<file path="src/rtl/bwalu_pkg.sv">
// Shared types for the byte/word ALU.
// Assumes: operation codes are fixed by the processor decoder; codes above 18 are unused.
package bwalu_pkg;
    localparam int OP_W = 5;

    typedef enum logic [OP_W-1:0] {
        OP_ADD  = 5'd0,  OP_ADDC = 5'd1,  OP_SUB  = 5'd2,  OP_SUBC = 5'd3,
        OP_AND  = 5'd4,  OP_OR   = 5'd5,  OP_XOR  = 5'd6,  OP_CMP  = 5'd7,
        OP_ADDW = 5'd8,  OP_SUBW = 5'd9,  OP_CMPW = 5'd10, OP_INC  = 5'd11,
        OP_DEC  = 5'd12, OP_INCW = 5'd13, OP_DECW = 5'd14, OP_ROR  = 5'd15,
        OP_ROL  = 5'd16, OP_RORC = 5'd17, OP_ROLC = 5'd18
    } alu_op_e;

    typedef struct packed {
        logic z;
        logic ac;
        logic cy;
    } flags_t;

    typedef struct packed {
        logic z;
        logic ac;
        logic cy;
        logic res;
    } wen_t;
endpackage

</file>
<file path="src/rtl/bwalu_byte_arith.sv">
// Byte adder/subtractor with nibble carry, shared by add, subtract, compare,
// increment and decrement.
// Assumes: W is even; the nibble boundary is at W/2.
module bwalu_byte_arith
    import bwalu_pkg::*;
#(
    parameter int W = 8
) (
    input  alu_op_e      op,
    input  logic [W-1:0] x,
    input  logic [W-1:0] y,
    input  logic         cin,
    output logic [W-1:0] sum,
    output logic         cout,
    output logic         half
);
    localparam int H = W / 2;

    logic         do_sub;
    logic         c_use;
    logic [W-1:0] y_eff;
    logic [H:0]   lo;
    logic [W:0]   full;

    // Choose the second operand, direction and carry input for this operation.
    always_comb begin
        do_sub = (op == OP_SUB) || (op == OP_SUBC) || (op == OP_CMP) || (op == OP_DEC);
        c_use  = ((op == OP_ADDC) || (op == OP_SUBC)) ? cin : 1'b0;
        y_eff  = ((op == OP_INC) || (op == OP_DEC)) ? W'(1) : y;
    end

    // Compute the low-nibble and full-width sum or difference; the top bit is carry or borrow.
    always_comb begin
        if (do_sub) begin
            lo   = {1'b0, x[H-1:0]} - {1'b0, y_eff[H-1:0]} - (H+1)'(c_use);
            full = {1'b0, x} - {1'b0, y_eff} - (W+1)'(c_use);
        end else begin
            lo   = {1'b0, x[H-1:0]} + {1'b0, y_eff[H-1:0]} + (H+1)'(c_use);
            full = {1'b0, x} + {1'b0, y_eff} + (W+1)'(c_use);
        end
        sum  = full[W-1:0];
        cout = full[W];
        half = lo[H];
    end
endmodule

</file>
<file path="src/rtl/bwalu_word_arith.sv">
// Word adder/subtractor for word add, subtract, compare, increment and decrement.
// Assumes: no carry input is used by word operations.
module bwalu_word_arith
    import bwalu_pkg::*;
#(
    parameter int WW = 16
) (
    input  alu_op_e       op,
    input  logic [WW-1:0] x,
    input  logic [WW-1:0] y,
    output logic [WW-1:0] sum,
    output logic          cout
);
    logic          do_sub;
    logic [WW-1:0] y_eff;
    logic [WW:0]   full;

    // Select direction and operand, then form the sum with carry or borrow in the top bit.
    always_comb begin
        do_sub = (op == OP_SUBW) || (op == OP_CMPW) || (op == OP_DECW);
        y_eff  = ((op == OP_INCW) || (op == OP_DECW)) ? WW'(1) : y;
        full   = do_sub ? ({1'b0, x} - {1'b0, y_eff}) : ({1'b0, x} + {1'b0, y_eff});
        sum    = full[WW-1:0];
        cout   = full[WW];
    end
endmodule

</file>
<file path="src/rtl/bwalu_logic_rot.sv">
// Bitwise logic and one-bit rotates on a byte.
// Assumes: rotates use only operand x and the incoming carry.
module bwalu_logic_rot
    import bwalu_pkg::*;
#(
    parameter int W = 8
) (
    input  alu_op_e      op,
    input  logic [W-1:0] x,
    input  logic [W-1:0] y,
    input  logic         cin,
    output logic [W-1:0] res,
    output logic         cout
);
    // Form the logic or rotate result and the bit rotated out.
    always_comb begin
        res  = '0;
        cout = cin;
        unique case (op)
            OP_AND:  res = x & y;
            OP_OR:   res = x | y;
            OP_XOR:  res = x ^ y;
            OP_ROR:  begin res = {x[0], x[W-1:1]};   cout = x[0];   end
            OP_ROL:  begin res = {x[W-2:0], x[W-1]}; cout = x[W-1]; end
            OP_RORC: begin res = {cin, x[W-1:1]};    cout = x[0];   end
            OP_ROLC: begin res = {x[W-2:0], cin};    cout = x[W-1]; end
            default: begin res = '0;                 cout = cin;    end
        endcase
    end
endmodule

</file>
<file path="src/rtl/bwalu_top.sv">
// Byte/word ALU: decodes the operation, selects the unit's result, applies the
// selective flag rules, and registers result, flags and write enables.
// Assumes: flags not written are passed through from the inputs.
module bwalu_top
    import bwalu_pkg::*;
#(
    parameter int BW = 8,
    parameter int WW = 2 * BW
) (
    input  logic          clk,
    input  logic          rst_n,
    input  logic          in_valid,
    input  logic [OP_W-1:0] op_code,
    input  logic [WW-1:0] opnd_a,
    input  logic [WW-1:0] opnd_b,
    input  logic          flag_z_in,
    input  logic          flag_ac_in,
    input  logic          flag_cy_in,
    output logic          out_valid,
    output logic [WW-1:0] result,
    output logic          flag_z_out,
    output logic          flag_ac_out,
    output logic          flag_cy_out,
    output logic          we_z,
    output logic          we_ac,
    output logic          we_cy,
    output logic          we_result
);
    alu_op_e       op_e;
    logic [BW-1:0] b_sum, l_res;
    logic          b_cy, b_ac, l_cy;
    logic [WW-1:0] w_sum;
    logic          w_cy;
    logic [WW-1:0] nx_res;
    flags_t        nx_flags, flags_q;
    wen_t          nx_wen, wen_q;

    // Interpret the raw opcode bits as an operation.
    always_comb op_e = alu_op_e'(op_code);

    bwalu_byte_arith #(.W(BW)) u_byte (
        .op(op_e), .x(opnd_a[BW-1:0]), .y(opnd_b[BW-1:0]), .cin(flag_cy_in),
        .sum(b_sum), .cout(b_cy), .half(b_ac)
    );

    bwalu_word_arith #(.WW(WW)) u_word (
        .op(op_e), .x(opnd_a), .y(opnd_b), .sum(w_sum), .cout(w_cy)
    );

    bwalu_logic_rot #(.W(BW)) u_lrot (
        .op(op_e), .x(opnd_a[BW-1:0]), .y(opnd_b[BW-1:0]), .cin(flag_cy_in),
        .res(l_res), .cout(l_cy)
    );

    // Select the result and decide which flags are written and with what.
    always_comb begin
        nx_res   = '0;
        nx_flags = '{z: flag_z_in, ac: flag_ac_in, cy: flag_cy_in};
        nx_wen   = '0;
        unique case (op_e)
            OP_ADD, OP_ADDC, OP_SUB, OP_SUBC, OP_CMP: begin
                nx_res   = WW'(b_sum);
                nx_flags = '{z: (b_sum == '0), ac: b_ac, cy: b_cy};
                nx_wen   = '{z: 1'b1, ac: 1'b1, cy: 1'b1, res: (op_e != OP_CMP)};
            end
            OP_AND, OP_OR, OP_XOR: begin
                nx_res     = WW'(l_res);
                nx_flags.z = (l_res == '0);
                nx_wen     = '{z: 1'b1, ac: 1'b0, cy: 1'b0, res: 1'b1};
            end
            OP_ADDW, OP_SUBW, OP_CMPW: begin
                nx_res      = w_sum;
                nx_flags.z  = (w_sum == '0);
                nx_flags.cy = w_cy;
                nx_wen      = '{z: 1'b1, ac: 1'b0, cy: 1'b1, res: (op_e != OP_CMPW)};
            end
            OP_INC, OP_DEC: begin
                nx_res      = WW'(b_sum);
                nx_flags.z  = (b_sum == '0);
                nx_flags.ac = b_ac;
                nx_wen      = '{z: 1'b1, ac: 1'b1, cy: 1'b0, res: 1'b1};
            end
            OP_INCW, OP_DECW: begin
                nx_res = w_sum;
                nx_wen = '{z: 1'b0, ac: 1'b0, cy: 1'b0, res: 1'b1};
            end
            OP_ROR, OP_ROL, OP_RORC, OP_ROLC: begin
                nx_res      = WW'(l_res);
                nx_flags.cy = l_cy;
                nx_wen      = '{z: 1'b0, ac: 1'b0, cy: 1'b1, res: 1'b1};
            end
            default: begin
                nx_res = '0;
                nx_wen = '0;
            end
        endcase
    end

    // Register the outcome; enables drop when no request is present.
    always_ff @(posedge clk) begin
        if (!rst_n) begin
            out_valid <= 1'b0;
            result    <= '0;
            flags_q   <= '0;
            wen_q     <= '0;
        end else begin
            out_valid <= in_valid;
            if (in_valid) begin
                result  <= nx_res;
                flags_q <= nx_flags;
                wen_q   <= nx_wen;
            end else begin
                wen_q   <= '0;
            end
        end
    end

    // Drive the flag and enable outputs from their registers.
    always_comb begin
        flag_z_out  = flags_q.z;
        flag_ac_out = flags_q.ac;
        flag_cy_out = flags_q.cy;
        we_z        = wen_q.z;
        we_ac       = wen_q.ac;
        we_cy       = wen_q.cy;
        we_result   = wen_q.res;
    end
endmodule

</file>
<file path="config.mk">
export PLATFORM = sky130hd
export DESIGN_NAME = bwalu_top
export DESIGN_NICKNAME = d
export VERILOG_FILES = /design/src/rtl/bwalu_pkg.sv /design/src/rtl/bwalu_byte_arith.sv /design/src/rtl/bwalu_word_arith.sv /design/src/rtl/bwalu_logic_rot.sv /design/src/rtl/bwalu_top.sv
export SDC_FILE = /design/constraint.sdc
export NUM_CORES = 1
export LEC_CHECK = 0
export ABC_CLOCK_PERIOD_IN_PS = 4400
export BUFFER_PORTS_ARGS = -buffer_cell sky130_fd_sc_hd__buf_2
export CAP_MARGIN = 20
export CELL_PAD_IN_SITES_DETAIL_PLACEMENT = 1
export CELL_PAD_IN_SITES_GLOBAL_PLACEMENT = 2
export CORE_ASPECT_RATIO = 1.75
export CORE_UTILIZATION = 34
export DETAILED_ROUTE_END_ITERATION = 6
export GPL_TIMING_DRIVEN = 0
export PLACE_DENSITY_LB_ADDON = 0.1
export SYNTH_ARGS = -nofsm -noshare
export SYNTH_HDL_FRONTEND = slang
export SYNTH_HIERARCHICAL = 1
export SYNTH_SLANG_ARGS = --single-unit
</file>
<file path="constraint.sdc">
create_clock -name clk -period 4.4 [get_ports clk]
set_input_delay 0.44 -clock clk [delete_from_list [all_inputs] [get_ports clk]]
set_output_delay 0.44 -clock clk [all_outputs]
set_load 0.05 [all_outputs]
</file>
======== Word-level counts from Yosys, hierarchy flattened ========
Index checks and enable logic that the tools add are counted.
W data, S select, Z words.
operators by class
  equal/unequal tests ..................... 20
  reduce and logical (&&, ||, !) cells .... 24
  multiplexer cells ....................... 13
  bitwise gates (word level) .............. 3
  add/sub/neg operators ................... 10
operator list
  operator              number
  $pmux W8 S7           1
  $pmux W16 S3          1
  $eq A5 B4 Y1 const B  8
  $pmux W4 S6           1
  $eq A5 B3 Y1 const B  4
  $add A16 B16 Y17      1
  $mux W17              1
  $sub A16 B16 Y17      1
  $logic_not A16 Y1     1
  $logic_not A8 Y1      2
  $mux W16              1
  $eq A5 B5 Y1 const B  3
  $reduce_or A7 Y1      2
  $eq A5 B2 Y1 const B  2
  $reduce_or A5 Y1      2
  $add A8 B8 Y9         1
  $add A9 B1 Y9         1
  $mux W9               1
  $sub A8 B8 Y9         1
  $sub A9 B1 Y9         1
  $and A8 B8 Y8         1
  $logic_or A1 B1 Y1    8
  $mux W8               1
  $or A8 B8 Y8          1
  17 further kinds      23
word-level totals
  bits in registers ....................... 24
  logic and storage cells ................. 79
  input port bits ......................... 43

======== Longest topological paths before layout ========
  word-level depth ........................ 8
  mapped depth ............................ 21
  mapped depth without buffers ............ 20

======== By module ========
Netlist, hierarchy kept.
modules (own cells, without submodules)
  module            instances  seq. area each (um^2)  cells an instance  area each (um^2)
  bwalu_top         1          480.5                  175                1441.4
  bwalu_word_arith  1          0.0                    207                1401.3
  bwalu_byte_arith  1          0.0                    142                1077.3
  bwalu_logic_rot   1          0.0                    89                 680.7

======== Least setup slack after synthesis ========
No wires, ideal clock.
  kind .................................... input to register
  from .................................... input port op_code[3]
  to ...................................... register flags_q, in the netlist flag_z_out
  library setup time ...................... 130 ps
  required time ........................... 4270 ps
  arrival time ............................ 3898 ps
  path buffers ............................ 1
  stages .................................. 19
  setup slack ............................. 372 ps
  cell sequence ........................... nor2b_1 > and2_1 > buf_2 > nand2_1 > nand2b_1 > inv_1 > ha_1 > o21ai_1 > o211ai_1 > ha_1 > a21o_1 > or3_1 > o21a_1 > or3b_1 > o311ai_1 > nor4_1 > and4_1 > a2111oi_2 > a21oi_1
RTL lines
  element                                                      line                                            source
  start: declaration                                           bwalu_top.sv:13                                 input logic [OP_W-1:0] op_code,
  $eq A5 B4 Y1, on equally long branches                       bwalu_word_arith.sv:21, bwalu_word_arith.sv:20
  $logic_or A1 B1 Y1                                           bwalu_word_arith.sv:21                          y_eff = ((op == OP_INCW) || (op == OP_DECW)) ? WW'(1) : y;
  $mux W16                                                     bwalu_word_arith.sv:21
  $add A16 B16 Y17 / $sub A16 B16 Y17 (equally long branches)  bwalu_word_arith.sv:22                          full = do_sub ? ({1'b0, x} - {1'b0, y_eff}) : ({1'b0, x} + {1'b0, y_eff});
  $mux W17 (*)                                                 bwalu_word_arith.sv:22
  named net w_sum[14]                                          bwalu_top.sv:32                                 logic [WW-1:0] w_sum;
  $logic_not A16 Y1 (*)                                        bwalu_top.sv:73                                 nx_flags.z = (w_sum == '0);
  $pmux W1 S3 (*)                                              bwalu_top.sv:60                                 unique case (op_e)
  end signal: assignment                                       bwalu_top.sv:110                                flags_q <= nx_flags;
  end: declaration                                             bwalu_top.sv:35                                 flags_t nx_flags, flags_q;
The timed path passes the listed nets; every way through them passes the cells marked *.
A chain may end at the register's enable or synchronous reset.

======== Worst setup path after layout ========
Ends and elaborated chain as after synthesis.

==> flow_summary_export.csv <==
group,metric,value,unit
global_route,grt_pass1_wl,28010,um
floorplanning,core-area,13080,um2
final_layout,syn2layout_area_growth,18.82,%
clock_tree,cts.sinks,24,
clock_tree,htreeDepth,1,
setup_path,regToRegEndpoint,"flag_ac_out",
routing,wl_per_cell,20.16,um
clock_tree,cts_root_buffer,"clkbuf_16",
floorplanning,start_util,35.19,%
routing,drtIter0Drc,168,
routing,viasPerCell,5.742,
synth,synth_nets,715,
clock_tree,cts.clk_slew.worst_paths,60,ps
setup_path,worstPathArrival,4320,ps
final_layout,fin_util,41.81,%
sta,finalHoldViolations,0,
final_layout,drive_gt1_share,19.74,%
setup_path,endpoint_kind,"flip-flop",
sta,finalCriticalPeriod,4187,ps
global_route,grt_max_degree,22,
global_route,gr-total-overflow,0,
synth,ys_ff_latch,24,
synth,synth.avg_cell_area,7.505,um2
min_path,min_from,"result[14]",
synth,synth_area_leaders,"ha_1 (15%), dfxtp_1 (10%), xnor2_1 (4.4%)",
synth,yosys_warnings,6,
floorplanning,pin_count,67,
pwr,leakagePower,2.383,nW
clock_tree,tritoncts,"done",
setup_path,cp_data_required_time,4530,ps
pwr,power_density,213.1,nW/um2
pwr,p_clk_share,16.5,%
pwr,vdd_ir_drop_max,0.1209,mV
setup_path,startpoint,"op_code[3]",
sta,finalClockSkew,0,ps
sta,tns,0,ps
place,numPortBuffers,66,
sta,period_share,95.15,%
sta,tightest_slew,922.9,ps
global_route,grt_usage,25.01,%
synth,synth_edf_count,0,
outcome,status,"complete, no violations",
final_layout,antenna_cells,0,
place,gp_congestion,0.9471,
global_route,antenna_found_initial,0,
global_route,grt_pass1_vias,5322,
setup_path,worstSetupEndpoint,"flag_z_out",
final_layout,layout.nets,793,
place,dpl.hpwl,14380,um
clock_tree,cts_max_path_buffers,2,
sta,setup_viol,0,
setup_path,r2r_slack,3720,ps
floorplanning,rows,55,
setup_path,rr_worst_depth,2,
pwr,p_seq_share,20.0,%
synth,ys_seq_area_share,10.44,%
pwr,p_comb_share,63.5,%
synth,yosysUniqueCellTypes,83,
floorplanning,die_x,89.93,um
pwr,internal_power,641.8,uW
run,drv_cap,0,
synth,synth_top_area_cell,"ha_1",
floorplanning,die_h,155.9,um
pwr,switching_share,44.90,%
floorplanning,die-area,14020,um2
synth,netlist_instances,613,
routing,ant_nets,0,
synth,ys_async_sr_fraction,0,%
setup_path,cp_max_fo,10,
min_path,hold_path_class,"flip-flop to flip-flop",
clock_tree,clock_latency,250,ps
routing,wirelength,17330,um
pwr,totalPowerFinal,1.165,mW
setup_path,r2r-start,"flag_ac_out",
sta,max_freq,238.9,MHz
routing,dr.pass1.iters,5,
sta,slew_headroom,38.31,%
synth,netlist.area_leader.share,14.69,%
clock_tree,numCtsBuffers,3,
routing,route.detailed.drc,0,
setup_path,worstSetupStartpointType,"input pin",
sta,slew_violations,0,
routing,dr_total_vias,4938,
pwr,power.switching,523.0,uW
synth,ys.flop_type,"dfxtp_1",
setup_path,path_class,"input pin to flip-flop",
synth,netlist_area,4601,um2
## area by class of cell
class / count / area, um2
sequential: 24 / 480.5
inverter: 54 / 202.7
fill: 1689 / 7609
multi-input combinational: 510 / 3963
timing repair buffer: 73 / 402.9
buffer: 25 / 128.9
tap: 171 / 214.0
clock buffer: 3 / 75.07
## per-layer routing
metal  wire, um  GRT usage [%]  up-vias
met5          0              0        -
met3        424          1.998       44
met2       9692          50.88      105
li1           -              -     2423
met4        857          12.37        0
met1       6359          25.00     2366
## placed cells by master, fill, tap and decap left out, types with 7 or more instances in the layout
cell,n
nor4_1,11
o21ai_0,29
nand3_1,22
xnor2_1,22
nand4_1,9
clkbuf_1,9
dfxtp_1,24
buf_4,11
or3_1,7
and2_1,11
buf_2,71
a22o_1,9
nor3_1,8
inv_1,53
mux2i_1,10
a221o_1,10
nor2_1,33
nand2_1,39
o21a_1,13
o32ai_1,8
nor2b_1,24
a21oi_1,24
a21boi_1,8
nand2b_1,20
o221ai_1,8
ha_1,49
## how the worst min path moves through the flow
stage	endpoint	cells after the start
floorplan	flag_ac_out	2
global placement	result[14]	2
detailed placement	result[14]	2
CTS	flag_ac_out	3
global route	flag_ac_out	3
finish	result[14]	2
## kinds of logic (layout without fill, tap and decap cells)
group                      after synthesis  after routing  synth area share, %
and+or+nand+nor                        229            229                28.47
AOI/OAI and AO/OA                      182            182                29.07
buffers and inverters                   79            155                7.152
adders and majority gates               59             59                16.86
xor gates and xnor gates                28             28                5.330
DFF                                     24             24                10.44
muxes                                   12             12                2.665
## through the flow
step                      hold WS (ps)  cells  setup slack, ps  cell area [um2]
final                            451.3    860            213.4             5466
after global routing             462.9    860          -0.8460             5466
after CTS                        450.1    854          0.01643             5319
after detailed placement         445.9    850            -1036             5145
after global placement           436.9    850           -906.7             5145
after floorplan                  581.8    613            372.3             4601
## power by group through the flow
| stage | Sequential, mW | Combinational, mW | Clock (mW) |
|---|---|---|---|
| after floorplan | 0.273 | 0.445 | 0 |
| after global placement | 0.237 | 0.681 | 0 |
| after detailed placement | 0.238 | 0.695 | 0 |
| after CTS | 0.233 | 0.720 | 0.196 |
| after global routing | 0.234 | 0.813 | 0.202 |
| final | 0.233 | 0.740 | 0.192 |
## what timing repair did
action                                  4_1_cts  5_1_grt
endpoints found under the setup margin        5        4
setup buffers                                 1        6
pin swaps                                     0        7
hold buffers                                  0        0
gates resized for setup                      19       23
## state kept, by name, summed over array words and instances (netlist names)
signal       count
flag_ac_out      1
we_result        1
we_ac            1
result          16
flag_cy_out      1
flag_z_out       1
we_z             1
we_cy            1
out_valid        1
## synth_stat cells (all sizes together), types with 10 or more instances
library cell / instances
nand3: 23
a221o: 10
nor4: 11
ha: 54
and2: 11
mux2i: 10
nor2b: 25
o21ai: 34
o21a: 15
a21oi: 29
xnor2: 23
nor2: 35
dfxtp: 24
nand2b: 20
buf: 16
nand2: 41
inv: 54
## critical path: stages
cell       delay, ps
clkbuf_4         160
nor2b_4          190
and2_1           150
clkbuf_4         180
nand2_4          110
nand2b_1         140
inv_1             80
ha_4             210
o21ai_4          200
o211ai_1         140
ha_2             230
a21o_1           210
or3_1            340
o21a_2           240
or3b_1           420
o311ai_4         140
nor4_1           110
and4_1           190
a2111oi_2        320
a21oi_1          110
Power figures use the tool's default switching activity.
